<file path="src/rtl/vport_pkg.sv">
package vport_pkg;
   typedef enum logic [1:0] {
      VTRIG_RISE  = 2'd0,
      VTRIG_FALL  = 2'd1,
      VTRIG_BOTH  = 2'd2,
      VTRIG_BOTH2 = 2'd3
   } vtrig_e;

   // bit offsets of the timing-code flags, counted down from the MSB
   localparam int unsigned FLAG_F_OFS = 2;
   localparam int unsigned FLAG_V_OFS = 3;
   localparam int unsigned FLAG_H_OFS = 4;
endpackage

</file>
<file path="src/rtl/vport_edge_sync.sv">
module vport_edge_sync #(
   parameter int unsigned STAGES = 2
) (
   input  logic clk,
   input  logic rst_n,
   input  logic pin,
   output logic level,
   output logic rise,
   output logic fall
);
   localparam int unsigned LAST = STAGES - 1;

   logic [STAGES-1:0] chain;
   logic              prev;

   generate
      if (STAGES < 2) begin : g_bad_stages
         $error("vport_edge_sync needs at least two stages");
      end
      for (genvar s = 0; s < STAGES; s++) begin : g_stage
         if (s == 0) begin : g_first
            always_ff @(posedge clk or negedge rst_n) begin
               if (!rst_n) chain[0] <= 1'b0;
               else        chain[0] <= pin;
            end
         end else begin : g_next
            always_ff @(posedge clk or negedge rst_n) begin
               if (!rst_n) chain[s] <= 1'b0;
               else        chain[s] <= chain[s-1];
            end
         end
      end
   endgenerate

   always_ff @(posedge clk or negedge rst_n) begin
      if (!rst_n) prev <= 1'b0;
      else        prev <= chain[LAST];
   end

   assign level = chain[LAST];
   assign rise  = chain[LAST] & ~prev;
   assign fall  = ~chain[LAST] & prev;
endmodule

</file>
<file path="src/rtl/vport_code_det.sv">
module vport_code_det
   import vport_pkg::*;
#(
   parameter int unsigned DW = 8
) (
   input  logic          clk,
   input  logic          rst_n,
   input  logic          en,
   input  logic          qual,
   input  logic [DW-1:0] data,
   output logic          hit,
   output logic          f_bit,
   output logic          v_bit,
   output logic          eav,
   output logic          v_end
);
   localparam int unsigned F_POS = DW - 1 - FLAG_F_OFS + 1;
   localparam int unsigned V_POS = DW - 1 - FLAG_V_OFS + 1;
   localparam int unsigned H_POS = DW - 1 - FLAG_H_OFS + 1;

   logic [1:0] seen;
   logic       last_v;
   logic       all_one, all_zero;

   assign all_one  = &data;
   assign all_zero = ~|data;

   assign hit   = en & qual & (seen == 2'd3);
   assign f_bit = data[F_POS];
   assign v_bit = data[V_POS];
   assign eav   = data[H_POS];
   assign v_end = hit & ~v_bit & last_v;

   always_ff @(posedge clk or negedge rst_n) begin
      if (!rst_n) begin
         seen   <= 2'd0;
         last_v <= 1'b0;
      end else if (!en) begin
         seen   <= 2'd0;
         last_v <= 1'b0;
      end else if (qual) begin
         if (seen == 2'd3)                    seen <= 2'd0;
         else if (all_one)                    seen <= 2'd1;
         else if (all_zero && seen != 2'd0)   seen <= seen + 2'd1;
         else                                 seen <= 2'd0;
         if (hit) last_v <= v_bit;
      end
   end
endmodule

</file>
<file path="src/rtl/vport_sync.sv">
module vport_sync
   import vport_pkg::*;
#(
   parameter int unsigned DW          = 8,
   parameter int unsigned SYNC_STAGES = 2
) (
   input  logic          clk,
   input  logic          rst_n,
   input  logic          cfg_port_sel,
   input  logic          cfg_embedded,
   input  logic          cfg_h_fall,
   input  logic [1:0]    cfg_v_edge,
   input  logic          cfg_qual_pol,
   input  logic          cfg_gated,
   input  logic          cfg_fid_level,
   input  logic [DW-1:0] in_data,
   input  logic          in_qual,
   input  logic          in_href,
   input  logic          in_vref,
   output logic [DW-1:0] out_data,
   output logic          out_valid,
   output logic          line_start,
   output logic          field_start,
   output logic          field_id
);
   generate
      if (DW < 8) begin : g_bad_dw
         $error("vport_sync needs DW of at least 8");
      end
   endgenerate

   logic   h_lvl, h_rise, h_fall;
   logic   v_lvl, v_rise, v_fall;
   logic   qual;
   logic   h_hit, v_hit;
   logic   c_hit, c_f, c_v, c_eav, c_vend;
   vtrig_e v_mode;

   vport_edge_sync #(.STAGES(SYNC_STAGES)) u_href (
      .clk(clk), .rst_n(rst_n), .pin(in_href),
      .level(h_lvl), .rise(h_rise), .fall(h_fall)
   );

   vport_edge_sync #(.STAGES(SYNC_STAGES)) u_vref (
      .clk(clk), .rst_n(rst_n), .pin(in_vref),
      .level(v_lvl), .rise(v_rise), .fall(v_fall)
   );

   assign qual = cfg_gated | (in_qual == cfg_qual_pol);

   vport_code_det #(.DW(DW)) u_code (
      .clk(clk), .rst_n(rst_n), .en(cfg_embedded), .qual(qual), .data(in_data),
      .hit(c_hit), .f_bit(c_f), .v_bit(c_v), .eav(c_eav), .v_end(c_vend)
   );

   assign v_mode = vtrig_e'(cfg_v_edge);
   assign h_hit  = cfg_h_fall ? h_fall : h_rise;

   always_comb begin
      unique case (v_mode)
         VTRIG_RISE: v_hit = v_rise;
         VTRIG_FALL: v_hit = v_fall;
         default:    v_hit = v_rise | v_fall;
      endcase
   end

   always_ff @(posedge clk or negedge rst_n) begin
      if (!rst_n) begin
         out_data    <= '0;
         out_valid   <= 1'b0;
         line_start  <= 1'b0;
         field_start <= 1'b0;
         field_id    <= 1'b0;
      end else begin
         out_data    <= in_data;
         out_valid   <= cfg_port_sel & qual;
         line_start  <= cfg_port_sel & (cfg_embedded ? (c_hit & ~c_eav) : h_hit);
         field_start <= cfg_port_sel & (cfg_embedded ? c_vend : v_hit);
         if (cfg_embedded) begin
            if (c_hit) field_id <= c_f;
         end else if (cfg_fid_level) begin
            field_id <= v_lvl;
         end else if (v_rise | v_fall) begin
            field_id <= h_lvl ^ v_fall;
         end
      end
   end
endmodule

</file>
<file path="config.mk">
export PLATFORM = sky130hd
export DESIGN_NAME = vport_sync
export DESIGN_NICKNAME = d
export VERILOG_FILES = /design/src/rtl/vport_pkg.sv /design/src/rtl/vport_edge_sync.sv /design/src/rtl/vport_code_det.sv /design/src/rtl/vport_sync.sv
export SDC_FILE = /design/constraint.sdc
export NUM_CORES = 1
export LEC_CHECK = 0
export BUFFER_PORTS_ARGS = -buffer_cell sky130_fd_sc_hd__buf_2
export CAP_MARGIN = 20
export CELL_PAD_IN_SITES_DETAIL_PLACEMENT = 0
export CELL_PAD_IN_SITES_GLOBAL_PLACEMENT = 1
export CORE_MARGIN = 2
export CORE_UTILIZATION = 35
export CTS_BUF_LIST = sky130_fd_sc_hd__clkbuf_16
export CTS_CLUSTER_DIAMETER = 100
export DETAILED_ROUTE_END_ITERATION = 8
export GPL_TIMING_DRIVEN = 1
export PLACE_DENSITY_LB_ADDON = 0.12
export SKIP_LAST_GASP = 1
export SYNTH_ARGS = -nofsm -noshare
export SYNTH_HDL_FRONTEND = slang
export SYNTH_SLANG_ARGS = --single-unit
</file>
<file path="constraint.sdc">
create_clock -name clk -period 1.6 [get_ports clk]
set_input_delay 0.08 -clock clk [delete_from_list [all_inputs] [get_ports clk]]
set_output_delay 0.08 -clock clk [all_outputs]
set_load 0.02 [all_outputs]
</file>
# [Word-level counts from Yosys, hierarchy flattened]
# Cells that the tools add are included.
[classes] eq_ne=5 addsub=1 n_reduce_logical=9 mux=16 bitwise=21
[op_table] op="AND 1 bit" count=12
[op_table] op="two-way mux 1 bit" count=10
[op_table] op="two-way mux 2 bit" count=5
[op_table] op="AND reduction 8 bit" count=1
[op_table] op="OR reduction 8 bit" count=1
[op_table] op="NOT 1 bit" count=6
[op_table] op="!= test 2 x 1 -> 1 bit, second input constant" count=2
[op_table] op="AND reduction 2 bit" count=2
[op_table] op="nonzero test 3 bit" count=1
[op_table] op="adder 2 x 1 -> 2 bit, second input constant" count=1
[op_table] op="equality test 2 x 1 -> 1 bit, second input constant" count=1
[op_table] op="equality test 2 bit, second input constant" count=1
[op_table] op="logical NOT 2 bit" count=1
[op_table] op="OR 1 bit" count=2
[op_table] op="one-hot mux 1 bit (2 select lines)" count=1
[op_table] op="nonzero test 2 bit" count=1
[op_table] op="equality test 1 bit" count=1
[op_table] op="logical AND 1 bit" count=1
[op_table] op="logical NOT 1 bit" count=1
[op_table] op="bitwise XOR 1 bit" count=1
[word_totals] output_inout_bits=12 reg_bits=21 word_cells=65 input_bits=21

# [Logic depth before layout (Yosys ltp)]
# Gate-level depths: netlist of the first run.
[depth] depth_word=8 depth_mapped=6 ltp_nobuf=6

# [Cells and area by module]
# From an unflattened synthesis of the first run, not the netlist that was laid out.
[unflattened] cells_unflattened=71 hier_area_um2=870.8
[modules_own_cells] mod="vport_sync" cells_per_inst=32 seq_area_each_um2=300.3 area_per_inst_um2=439.2 n_inst=1
[modules_own_cells] mod="vport_code_det" cells_per_inst=29 seq_area_each_um2=75.1 area_per_inst_um2=251.5 n_inst=1
[modules_own_cells] mod="vport_edge_sync" cells_per_inst=5 seq_area_each_um2=75.1 area_per_inst_um2=90.1 n_inst=2

# [Worst setup path before layout of the first run]
# No wires, ideal clock.
[synth_timing] path_kind="reg-to-reg" start="reg u_code.seen[0]" end="reg u_code.seen[0]" t_arrival_ns=1.408 setup_ns=0.082 path_buffers=0 stages_incl_launch_ff=7 synth_period_minus_slack_ns=1.490 slack_ns=0.110 t_required_ns=1.518 path_cell_list="dfrtp_1 > inv_1 > ha_1 > or4_4 > nor3_2 > nand4_1 > o22ai_1"
[synth_between] elab_chain_len=7 word_cells_on_any_way=9 classes_between="1 x add/sub; 1 x eq/ne; 5 x mux; 2 x reduce/logical"
[synth_lines] element="start, declared" line="vport_code_det.sv:21" text="logic [1:0] seen;"
[synth_lines] element="start signal, assigned" line="vport_code_det.sv:44" text="else if (all_zero && seen != 2'd0) seen <= seen + 2'd1;"
[synth_lines] element="branches (longest 4 deep; another with adder 2 x 1 -> 2 bit)"
[synth_lines] element="two-way mux 2 bit *" line="vport_code_det.sv:42" text="if (seen == 2'd3) seen <= 2'd0;"
[synth_lines] element="two-way mux 2 bit *" line="vport_code_det.sv:41" text="end else if (qual) begin"
[synth_lines] element="two-way mux 2 bit *" line="vport_code_det.sv:38" text="end else if (!en) begin"
# Mark *: on every way between the ends. The select of a mux whose other input is x is not followed.
# A chain may end at the register's enable or synchronous reset.

# [Final worst setup path of the first run]
# Ends and elaborated chain as after synthesis.

==> Flow_metrics.wiki, run 1 <==
{| class="wikitable"
! Metric !! Value
|-
| Status || finished clean
|-
| Number of different library cells in the post-synthesis netlist || 24
|-
| Core Util, Final || 0.560
|-
| Setup TNS || 0 ns
|-
| Cells on worst reg2reg path || 6
|-
| Total grt overflow || 0
|-
| Share of post-route cells with drive strength above 1 || 0.370
|-
| Routing usage on met3 || 0.0395
|-
| Number of max-cap violations || 0
|-
| Largest cells by area after synthesis || sky130_fd_sc_hd__dfrtp_1 62%, sky130_fd_sc_hd__ha_1 5.9%, sky130_fd_sc_hd__inv_1 3.1%, sky130_fd_sc_hd__nand4_1 2.9%, sky130_fd_sc_hd__nand2_1 2.6%
|-
| Synthesis-to-layout area growth || 48.1%
|-
| Clk Latency, worst-skew pair || 0.25 ns
|-
| Detailed-route wire length per cell || 12.4 µm
|-
| Register-to-Register Setup Slack || 0.002 ns
|-
| Portion of the post-synthesis area used by sequential elements || 0.616
|-
| Power density over the cells || 976 nW/µm²
|-
| Die boundary width || 53.4 µm
|-
| Least setup slack across all paths after layout || around 0.002 ns
|-
| Die ar. || 2850 µm²
|-
| Number of violations reported at the end of detailed-routing iteration 0 || 8
|-
| Setup violators final || 0
|-
| Reg2reg end || u_code.seen[0]
|-
| Area share of the largest cell type after synthesis || 0.616
|-
| Via count of the first global-routing pass || 660
|-
| Routed wire length || 1820 µm
|-
| Count of boundary I/O pins || 33
|-
| Mean number of vias per cell || 4.63
|-
| DRT antenna net count || 0
|-
| DRC violations left || 0
|-
| Average size of a mapped cell || 11.9 µm²
|-
| Min-delay worst type || in2reg
|-
| Flip-flop and latch count after synthesis || 21
|-
| Total Nets Final || 145
|-
| Final Cycle Share || 0.999
|-
| Worst Clk Skew || 0.000804 ns
|-
| Maximum number of pins on one net before global-route repair || 22
|-
| Overall die height || 53.4 µm
|-
| Hold Crit Start || cfg_port_sel
|-
| Number of buffers between clock root and the deepest sink || 2
|-
| Port Buffers || 32
|-
| Wire length of the first global-routing pass || 2890 µm
|-
| Post-synthesis net count || 97
|-
| Count of antenna diodes in the layout || 0
|-
| Post-route design area || 1260 µm²
|-
| H-tree level count || 1
|-
| Cell taking the most area after synthesis || sky130_fd_sc_hd__dfrtp_1
|-
| Data arrival at the endpoint of the critical path || 1.77 ns
|-
| Cell Area, Synth || 853 µm²
|-
| Pleak || approximately 0.62 nW
|-
| Number of buffers created by CTS || 3
|-
| CP max FO || 3
|-
| Post-synthesis instance total || 72
|-
| Max IR drop VDD || 544 µV
|-
| Timing-limited maximum frequency || ~0.63 GHz
|-
| Shortest period the worst path allows || 1.60 ns
|-
| Tightest Pin Transition || ~0.46 ns
|-
| Yosys warns || 0
|-
| Global-route layer with the greatest usage || met2
|-
| Setup slack at placement || -0.00342 ns
|-
| Sink of the worst hold path || out_valid
|-
| GRT met2 Usage || 0.241
|-
| Total vias in the final route || slightly below 700
|-
| Final number of max-transition violations || 0
|-
| Final Hold Fails || 0
|-
| Number of antenna violations at the first check in global routing || 0
|-
| Max-slew headroom at the worst pin || 0.690
|-
| Number of cell rows || 17
|-
| CTS root buffer || sky130_fd_sc_hd__clkbuf_16
|-
| Clock slew at the register clock pins of the worst setup and hold paths || 0.05 ns
|-
| TritonCTS clock tree || done
|-
| First-pass detailed-route iteration total || 4
|-
| Nature of the critical path startpoint || flop
|-
| Cell area after placement || 1040 µm²
|-
| Core region area || between 2000 and 2500 µm²
|-
| Sinks on Clock Net || 21
|-
| Crit path required time || 1.77 ns
|-
| GR Util All Layers || 0.145
|-
| Worst hold stages || 2
|-
| Initial core utilization || 0.378
|-
| Setup repair after global routing missed its margin || true
|-
| Routability congestion estimate || 0.776
|-
| Kind of critical path || reg2reg
|-
| Global routing usage on met1 || 0.183
|-
| Critical path endpoint category || flop
|-
| RR Startpoint || u_code.seen[0]
|}
-- worst max-delay path: stages (launching register included) --
cell	delay [ns]
sky130_fd_sc_hd__dfrtp_1	0.38
sky130_fd_sc_hd__inv_2	0.07
sky130_fd_sc_hd__ha_4	0.15
sky130_fd_sc_hd__or4_4	0.47
sky130_fd_sc_hd__nor3_2	0.11
sky130_fd_sc_hd__nand4_1	0.14
sky130_fd_sc_hd__o22ai_1	0.20
-- kinds of logic (layout without fill, tap and decap cells) --
kind of cell,after synthesis,in the layout,share of synthesized area
flops,21,21,0.616
mux,4,4,0.0499
compound gates,11,11,0.0733
xor+xnor,2,2,0.0205
buf+inv,9,56,0.0425
fa+ha+maj,4,4,0.0587
simple gates,21,21,0.139
-- Yosys cell counts --
cell type / instances
sky130_fd_sc_hd__nand2_1: 6
sky130_fd_sc_hd__xor2_1: 1
sky130_fd_sc_hd__o32ai_1: 1
sky130_fd_sc_hd__nor2_1: 2
sky130_fd_sc_hd__a21oi_1: 4
sky130_fd_sc_hd__nor3_1: 2
sky130_fd_sc_hd__dfrtp_1: 21
sky130_fd_sc_hd__ha_1: 4
sky130_fd_sc_hd__or4_4: 1
sky130_fd_sc_hd__xnor2_1: 1
sky130_fd_sc_hd__or2_0: 1
sky130_fd_sc_hd__mux2_2: 1
sky130_fd_sc_hd__buf_2: 1
sky130_fd_sc_hd__nor3_2: 1
sky130_fd_sc_hd__inv_1: 7
sky130_fd_sc_hd__clkbuf_2: 1
sky130_fd_sc_hd__o21ai_0: 3
sky130_fd_sc_hd__mux2_1: 1
sky130_fd_sc_hd__mux2i_1: 2
sky130_fd_sc_hd__nand4_1: 4
sky130_fd_sc_hd__nor4_1: 1
sky130_fd_sc_hd__o22ai_1: 3
sky130_fd_sc_hd__and2_1: 2
sky130_fd_sc_hd__nand3b_1: 1
-- registers in the layout (all words and copies together) (netlist names) --
signal / cells
u_vref.prev: 1
u_vref.level: 1
u_vref.chain: 1
field_start: 1
out_valid: 1
line_start: 1
u_href.prev: 1
field_id: 1
u_href.level: 1
u_code.last_v: 1
out_data: 8
u_href.chain: 1
u_code.seen: 2
-- power breakdown --
part	internal (mW)	switching, mW	total (mW)
Combinational	0.0682	0.0849	0.153
Sequential	0.558	0.00992	0.568
Clock	0.335	0.178	0.513
Total	0.961	0.273	1.23
-- through the flow --
step / power (mW) / instances / hold WS, ns
6_report: 1.23 / 147 / 0.0838
4_1_cts: 1.25 / 145 / 0.0851
3_5_place_dp: 0.712 / 130 / 0.0608
2_1_floorplan: 0.641 / 72 / -0.216
3_3_place_gp: 0.709 / 130 / 0.0575
5_1_grt: 1.29 / 147 / 0.120
-- routing by layer --
| layer | part of all wire | routed length (µm) |
|---|---|---|
| met3 | 0.057 | 104 |
| met4 | 0.0016 | 3 |
| met2 | 0.50 | 911 |
| met5 | 0 | 0 |
| met1 | 0.44 | 802 |
-- placed cells by master, fill, tap and decap left out, types with 3 or more instances in the layout --
cell type,synthesis,layout
sky130_fd_sc_hd__a21oi_1,4,4
sky130_fd_sc_hd__buf_2,1,32
sky130_fd_sc_hd__clkbuf_16,0,3
sky130_fd_sc_hd__dfrtp_1,21,21
sky130_fd_sc_hd__dlygate4sd3_1,0,11
sky130_fd_sc_hd__ha_1,4,3
sky130_fd_sc_hd__inv_1,7,6
sky130_fd_sc_hd__nand2_1,6,6
sky130_fd_sc_hd__nand4_1,4,4
sky130_fd_sc_hd__o21ai_0,3,3
sky130_fd_sc_hd__o22ai_1,3,3
-- cell type report --
cell class	count	area, µm²
flip-flops and latches	21	526
well taps	28	35.0
multi-input cells	42	312
fillers	211	991
clock inverters	1	5.00
repair buffers	45	285
clock buffers	3	75.1
inverters	7	26.3
-- timing repair --
item,in CTS,in global routing
gates cloned,0,0
hold endpoints to repair,31,0
endpoints found under the setup margin,1,2
hold buffers,11,0
resized for setup,1,3
buffers inserted,0,2
pin swaps,2,2
-- worst max path at each step --
stage | start | cells after the start | slack [ns] | endpoint
after floorplan | u_code.seen[0] | 6 | 0.11 | u_code.seen[0]
after global placement | u_code.seen[0] | 6 | 0.04 | u_code.seen[0]
after detailed placement | u_code.seen[0] | 6 | -0.003 | u_code.seen[0]
after CTS | u_code.seen[0] | 6 | -0.006 | u_code.seen[0]
after global routing | u_code.seen[1] | 6 | -0.10 | u_code.seen[0]
final | u_code.seen[0] | 6 | 0.002 | u_code.seen[0]
Power figures use the tool's default switching activity.
==> run 2, diff against run 1 <==
==> constraint.sdc (replaced) <==
create_clock -name clk -period 1.67 [get_ports clk]
set_input_delay 0.0835 -clock clk [delete_from_list [all_inputs] [get_ports clk]]
set_output_delay 0.0835 -clock clk [all_outputs]
set_load 0.02 [all_outputs]
==> run 2 against run 1 <==
Combinational power decreased by 5%; non-clock buffer count decreased by 2; via count decreased by 0.59%; total power decreased by 4.6%; clock power decreased by 4.9%; sequential power decreased by 4.2%; register-to-register slack improved by 0.03 ns; fmax decreased by 2.5%; critical path type unchanged.
==> Flow_metrics.wiki, run 2 (synthesis gave the netlist of run 1 again) <==
{| class="wikitable"
! Metric !! Value
|-
| CTS root buffer || sky130_fd_sc_hd__clkbuf_16
|-
| Setup violators final || 0 (unchanged)
|-
| Total power draw || 1.18 mW (-4.6%)
|-
| GR Util All Layers || 0.148 (+0.00299)
|-
| Final Cycle Share || 0.981 (-0.0176)
|-
| Total vias in the final route || 676 (-0.59%)
|-
| Count of boundary I/O pins || 33 (unchanged)
|-
| Initial core utilization || 0.378 (unchanged)
|-
| Crit path required time || 1.84 ns (+0.07 ns)
|-
| Maximum number of pins on one net before global-route repair || 22 (unchanged)
|-
| Min-delay worst type || in2reg
|-
| Final number of max-transition violations || 0 (unchanged)
|-
| Number of cell rows || 17 (unchanged)
|-
| Mean number of vias per cell || 4.66 (+0.78%)
|-
| GRT met2 Usage || 0.257 (+0.0165)
|-
| Clk Latency, worst-skew pair || 0.25 ns (about the same)
|-
| Worst Clk Skew || 0.00217 ns (+0.00137 ns)
|-
| Number of antenna violations at the first check in global routing || 0 (unchanged)
|-
| Data arrival at the endpoint of the critical path || 1.81 ns (+0.04 ns)
|-
| Routed wire length || 1830 µm (+0.16%)
|-
| Reg2reg end || u_code.seen[0]
|-
| Number of max-cap violations || 0 (unchanged)
|-
| Pleak || 0.607 nW (-1.5%)
|-
| Routing usage on met3 || 0.0311 (-0.00847)
|-
| Power density over the cells || 950 nW/µm² (-2.7%)
|-
| Cells on worst reg2reg path || 6 (unchanged)
|-
| Count of antenna diodes in the layout || 0 (unchanged)
|-
| Largest stage delay, worst path || 0.47 ns (about the same)
|-
| Status || finished clean
|-
| TritonCTS clock tree || done
|-
| Overall die height || 53.4 µm (unchanged)
|-
| Register-to-Register Setup Slack || 0.03 ns (+0.03 ns)
|-
| Worst hold stages || 1 (-1)
|-
| Die boundary width || 53.4 µm (unchanged)
|-
| Depth of the critical timing path with buffers and inverters included || 6 (unchanged)
|-
| Most frequent cells in the layout || 32 x sky130_fd_sc_hd__buf_2, 21 x sky130_fd_sc_hd__dfrtp_1, 10 x sky130_fd_sc_hd__dlygate4sd3_1, 6 x sky130_fd_sc_hd__nand2_1, 5 x sky130_fd_sc_hd__inv_1
|-
| Synthesis-to-layout area growth || 45.2%
|-
| Sink of the worst hold path || out_data[4]
|-
| Most common cell after layout, fill and taps aside || sky130_fd_sc_hd__buf_2
|-
| Max IR drop VDD || 592 µV (+8.8%)
|-
| H-tree level count || 1 (unchanged)
|-
| Number of buffers created by CTS || 3 (unchanged)
|-
| Clock slew at the register clock pins of the worst setup and hold paths || 0.05 ns (about the same)
|-
| Die ar. || 2850 µm² (unchanged)
|-
| Shortest period the worst path allows || 1.64 ns (+0.0405 ns)
|-
| Top Family by Delay on Critical Path || simple AND/OR/NAND/NOR gates
|-
| Series of cell instances along the critical path || inv_2 > ha_4 > or4_4 > nor3_2 > nand4_1 > o22ai_1
|-
| Global-route layer with the greatest usage || met2
|-
| Hold Crit Start || in_data[4]
|-
| First-pass detailed-route iteration total || 4 (unchanged)
|-
| Kind of critical path || reg2reg
|-
| Routability congestion estimate || 0.776 (unchanged)
|-
| Port Buffers || 32 (unchanged)
|-
| Setup repair after global routing missed its margin || true
|-
| Share of post-route cells with drive strength above 1 || 0.368 (-0.00223)
|-
| Number of buffers between clock root and the deepest sink || 2 (unchanged)
|-
| Final Hold Fails || 0 (unchanged)
|-
| Wire length of the first global-routing pass || 2930 µm (+1.2%)
|-
| CP max FO || 3 (unchanged)
|-
| Number of violations reported at the end of detailed-routing iteration 0 || 7 (-1)
|-
| Sinks on Clock Net || 21 (unchanged)
|-
| HPWL after DPL || 1310 µm
|-
| RR Startpoint || u_code.seen[0]
|-
| DRC violations left || 0 (unchanged)
|-
| Critical path endpoint category || flop
|-
| Core region area || 2250 µm² (unchanged)
|-
| Number of flip-flops under the largest register name || 8 (unchanged)
|-
| Biggest regs || out_data: 8 flops, u_code.seen: 2 flops
|-
| DRT antenna net count || 0 (unchanged)
|-
| Total Nets Final || 143 (-1.4%)
|-
| Total grt overflow || 0 (unchanged)
|-
| Timing-limited maximum frequency || 0.610 GHz (-2.5%)
|-
| Detailed-route wire length per cell || 12.6 µm (+1.5%)
|-
| Via count of the first global-routing pass || 666 (+0.91%)
|-
| Global routing usage on met1 || 0.177 (-0.00538)
|-
| Reg with most FFs || out_data
|-
| Worst path bufs/invs || 1 (unchanged)
|-
| Setup TNS || 0 ns (unchanged)
|-
| Tightest Pin Transition || 0.459 ns (-0.00578 ns)
|-
| Max-slew headroom at the worst pin || 0.694 (+0.00385)
|-
| Worst-path cell with the longest stage delay || sky130_fd_sc_hd__or4_4
|-
| Nature of the critical path startpoint || flop
|}
==> run 2: how the worst max path moves through the flow <==
stage | start | end
4_1_cts | u_code.seen[0] | u_code.seen[0]
5_1_grt | u_code.seen[0] | u_code.seen[0]
3_5_place_dp | u_code.seen[0] | u_code.seen[0]
2_1_floorplan | u_code.seen[0] | u_code.seen[0]
6_report | u_code.seen[0] | u_code.seen[0]
3_3_place_gp | u_code.seen[0] | u_code.seen[0]
==> run 2: repair_timing <==
item,CTS,global route
setup buffers,0,1
resized for setup,0,4
hold buffers,10,0
endpoints found under the setup margin,0,2
hold endpoints to repair,30,0
==> run 2: routing by layer <==
layer,share of wire,up-vias
met5,0,-
met4,0.0071,0
met3,0.053,2
met2,0.50,22
met1,0.44,316
li1,-,336
==> run 2: where the power goes <==
group          total (mW)  internal [mW]  switching (mW)
Clock               0.488          0.321           0.168
Combinational       0.145         0.0638          0.0808
Sequential          0.544          0.534         0.00959
==> run 2: area by class of cell <==
class / instances / area, µm²
Clock buffer: 3 / 75.1
Clock inverter: 1 / 5.00
Fill cell: 221 / 1020
Inverter: 7 / 26.3
Multi-Input combinational cell: 42 / 304
Sequential cell: 21 / 526
Tap cell: 28 / 35.0
Timing Repair Buffer: 43 / 268
==> run 2: stage by stage <==
stage               cell area [µm²]   util  instances  setup slack, ns  hold slack [ns]
floorplan                       853      -         72            0.180           -0.212
global placement               1040  0.461        130            0.111           0.0610
CTS                            1220  0.541        144           0.0531          0.00158
global route                   1240  0.549        145          -0.0465          0.00290
detailed placement             1040  0.461        130           0.0682           0.0644
finish                         1240  0.549        145           0.0315          0.00641
==> run 3, diff against run 2 <==
--- a/config.mk
+++ b/config.mk
@@ -10,12 +10,13 @@
 export CELL_PAD_IN_SITES_DETAIL_PLACEMENT = 0
 export CELL_PAD_IN_SITES_GLOBAL_PLACEMENT = 1
 export CORE_MARGIN = 2
-export CORE_UTILIZATION = 35
+export CORE_UTILIZATION = 32
 export CTS_BUF_LIST = sky130_fd_sc_hd__clkbuf_16
 export CTS_CLUSTER_DIAMETER = 100
 export DETAILED_ROUTE_END_ITERATION = 8
 export GPL_TIMING_DRIVEN = 1
 export PLACE_DENSITY_LB_ADDON = 0.12
+export SKIP_CTS_REPAIR_TIMING = 1
 export SKIP_LAST_GASP = 1
 export SYNTH_ARGS = -nofsm -noshare
 export SYNTH_HDL_FRONTEND = slang
==> constraint.sdc (replaced) <==
create_clock -name clk -period 1.4 [get_ports clk]
set_input_delay 0.07 -clock clk [delete_from_list [all_inputs] [get_ports clk]]
set_output_delay 0.07 -clock clk [all_outputs]
set_load 0.02 [all_outputs]
==> run 3 against run 2 <==
The flow now finishes with violations (negative setup slack); clock-buffer cell count unchanged; register-to-register slack lost 0.22 ns; utilization fell by 4.3 points; combinational power rose by 22%; fmax grew 3.1%; critical path depth is the same; flip-flop and latch count is the same; sequential share of layout area shrank 0.92 points; critical path type unchanged; critical endpoint is now u_code.seen[1]; largest power group unchanged.
==> Flow_metrics.wiki, run 3 (synthesis gave the netlist of run 1 again) <==
{| class="wikitable"
! Metric !! Value
|-
| Status || complete, but fails checks
|-
| Failing checks || negative setup slack
|-
| Top Family by Delay on Critical Path || simple AND/OR/NAND/NOR gates
|-
| Most frequent cells in the layout || 32 x sky130_fd_sc_hd__buf_2, 21 x sky130_fd_sc_hd__dfrtp_1, 11 x sky130_fd_sc_hd__dlygate4sd3_1, 7 x sky130_fd_sc_hd__inv_1, 6 x sky130_fd_sc_hd__nand2_1
|-
| Final Hold Fails || 0 (unchanged)
|-
| Total grt overflow || 0 (unchanged)
|-
| Data arrival at the endpoint of the critical path || 1.74 ns (-0.07 ns)
|-
| Worst Clk Skew || 0.00176 ns (-0.000409 ns)
|-
| Overall die height || 55.6 µm (+4.2%)
|-
| DRC violations left || 0 (unchanged)
|-
| Timing-limited maximum frequency || 0.629 GHz (+3.1%)
|-
| Via count of the first global-routing pass || 672 (+0.90%)
|-
| Setup repair after global routing missed its margin || true
|-
| Most common cell after layout, fill and taps aside || sky130_fd_sc_hd__buf_2
|-
| First-pass detailed-route iteration total || 4 (unchanged)
|-
| Clock slew at the register clock pins of the worst setup and hold paths || 0.05 ns (about the same)
|-
| Hold Crit Start || cfg_port_sel
|-
| Final Cycle Share || 1.14 (+0.154)
|-
| H-tree level count || 1 (unchanged)
|-
| Core Util, Final || 0.507 (-0.0429)
|-
| DRT antenna net count || 0 (unchanged)
|-
| HPWL after DPL || 1350 µm (+3.3%)
|-
| Final number of max-transition violations || 0 (unchanged)
|-
| Crit path required time || 1.55 ns (-0.29 ns)
|-
| Number of cell rows || 18 (+1)
|-
| Synthesis-to-layout area growth || 48.4%
|-
| Kind of critical path || reg2reg
|-
| Mean number of vias per cell || 4.60 (-1.4%)
|-
| Number of buffers created by CTS || 3 (unchanged)
|-
| Die ar. || 3100 µm² (+8.7%)
|-
| Setup slack at placement || -0.162 ns (-0.230 ns)
|-
| Series of cell instances along the critical path || inv_1 > ha_2 > or4_4 > nor3_2 > nand4_1 > o32ai_1
|-
| Biggest regs || out_data: 8 flops, u_code.seen: 2 flops
|-
| CP max FO || 3 (unchanged)
|-
| CTS root buffer || sky130_fd_sc_hd__clkbuf_16
|-
| Worst-path cell with the longest stage delay || sky130_fd_sc_hd__or4_4
|-
| RR Startpoint || u_code.seen[0]
|-
| Total Nets Final || 147 (+2.8%)
|-
| Sink of the worst hold path || out_valid
|-
| GR Util All Layers || 0.120 (-0.0274)
|-
| Max-slew headroom at the worst pin || 0.692 (-0.00194)
|-
| Number of fillers in the final layout || 245 (+11%)
|-
| Critical path endpoint category || flop
|-
| Total power draw || 1.42 mW (+20%)
|-
| Min-delay worst type || in2reg
|-
| Core region area || 2500 µm² (+11%)
|-
| Reg with most FFs || out_data
|-
| Die boundary width || 55.6 µm (+4.2%)
|-
| Register-to-Register Setup Slack || -0.19 ns (-0.22 ns)
|-
| Count of boundary I/O pins || 33 (unchanged)
|-
| Initial core utilization || 0.341 (-0.0371)
|-
| Routed wire length || 1780 µm (-2.2%)
|-
| Count of antenna diodes in the layout || 0 (unchanged)
|-
| Max IR drop VDD || 556 µV (-6.1%)
|-
| Worst path bufs/invs || 1 (unchanged)
|-
| Number of buffers between clock root and the deepest sink || 2 (unchanged)
|-
| Post-route design area || 1270 µm² (+2.2%)
|-
| Setup violators final || 3 (+3)
|-
| Wire length of the first global-routing pass || 2930 µm (unchanged)
|-
| Cells on worst reg2reg path || 6 (unchanged)
|-
| Number of violations reported at the end of detailed-routing iteration 0 || 7 (unchanged)
|-
| Total vias in the final route || 694 (+2.7%)
|-
| Largest stage delay, worst path || 0.47 ns (about the same)
|-
| TritonCTS clock tree || done
|-
| Worst hold stages || 2 (+1)
|-
| Power density over the cells || 1120 nW/µm² (+18%)
|-
| Number of antenna violations at the first check in global routing || 0 (unchanged)
|-
| Number of max-cap violations || 0 (unchanged)
|-
| Tightest Pin Transition || 0.462 ns (+0.00291 ns)
|-
| Detailed-route wire length per cell || 11.8 µm (-6.1%)
|-
| Nature of the critical path startpoint || flop
|-
| Number of flip-flops under the largest register name || 8 (unchanged)
|-
| Clk Latency, worst-skew pair || 0.25 ns (about the same)
|-
| Shortest period the worst path allows || 1.59 ns (-0.0490 ns)
|-
| Maximum number of pins on one net before global-route repair || 22 (unchanged)
|-
| Routability congestion estimate || 0.801 (+3.3%)
|-
| Cell area after placement || 1070 µm² (+2.6%)
|-
| Port Buffers || 32 (unchanged)
|-
| Pleak || 0.622 nW (+2.4%)
|-
| Reg2reg end || u_code.seen[1]
|-
| Least setup slack across all paths after layout || -0.190 ns (-0.221 ns)
|-
| Sinks on Clock Net || 21 (unchanged)
|-
| Share of post-route cells with drive strength above 1 || 0.372 (+0.00438)
|}
## run 3: power by group
| group | switching (mW) | internal, mW | total (mW) |
|---|---|---|---|
| Combinational | 0.0963 | 0.0811 | 0.177 |
| Sequential | 0.0117 | 0.638 | 0.649 |
| Clock | 0.206 | 0.383 | 0.589 |
## run 3: area by class of cell
class                   instances  area (µm²)  area share
well taps                      30        37.5      0.0296
clock buffers                   3        75.1      0.0593
repair buffers                 47         300       0.237
clock inverters                 1        5.00     0.00395
inverters                       7        26.3      0.0208
flip-flops and latches         21         526       0.415
multi-input cells              42         297       0.234
## run 3: how the worst max path moves through the flow
stage,from,to,slack (ns),cells past startpoint
floorplan,u_code.seen[0],u_code.seen[0],-0.07,6
global placement,u_code.seen[0],u_code.seen[0],-0.13,6
detailed placement,u_code.seen[0],u_code.seen[1],-0.16,6
CTS,u_code.seen[0],u_code.seen[1],-0.17,6
global route,u_code.seen[0],u_code.seen[0],-0.25,6
finish,u_code.seen[0],u_code.seen[1],-0.19,6
## run 3: stage by stage
stage	TNS (ns)	std cells	hold WS, ns
floorplan	-0.128	72	-0.226
global placement	-0.256	135	0.0537
detailed placement	-0.316	135	0.0498
CTS	-0.350	139	-0.209
global route	-0.554	151	0.0874
finish	-0.378	151	0.0821
## run 3: per-layer routing
layer | vias to the layer above | global-route usage | wire (µm)
met5 | - | 0 | 0
met4 | 0 | 0.0627 | 10
met3 | 2 | 0.0256 | 96
met2 | 17 | 0.192 | 892
met1 | 327 | 0.152 | 785
li1 | 348 | - | -
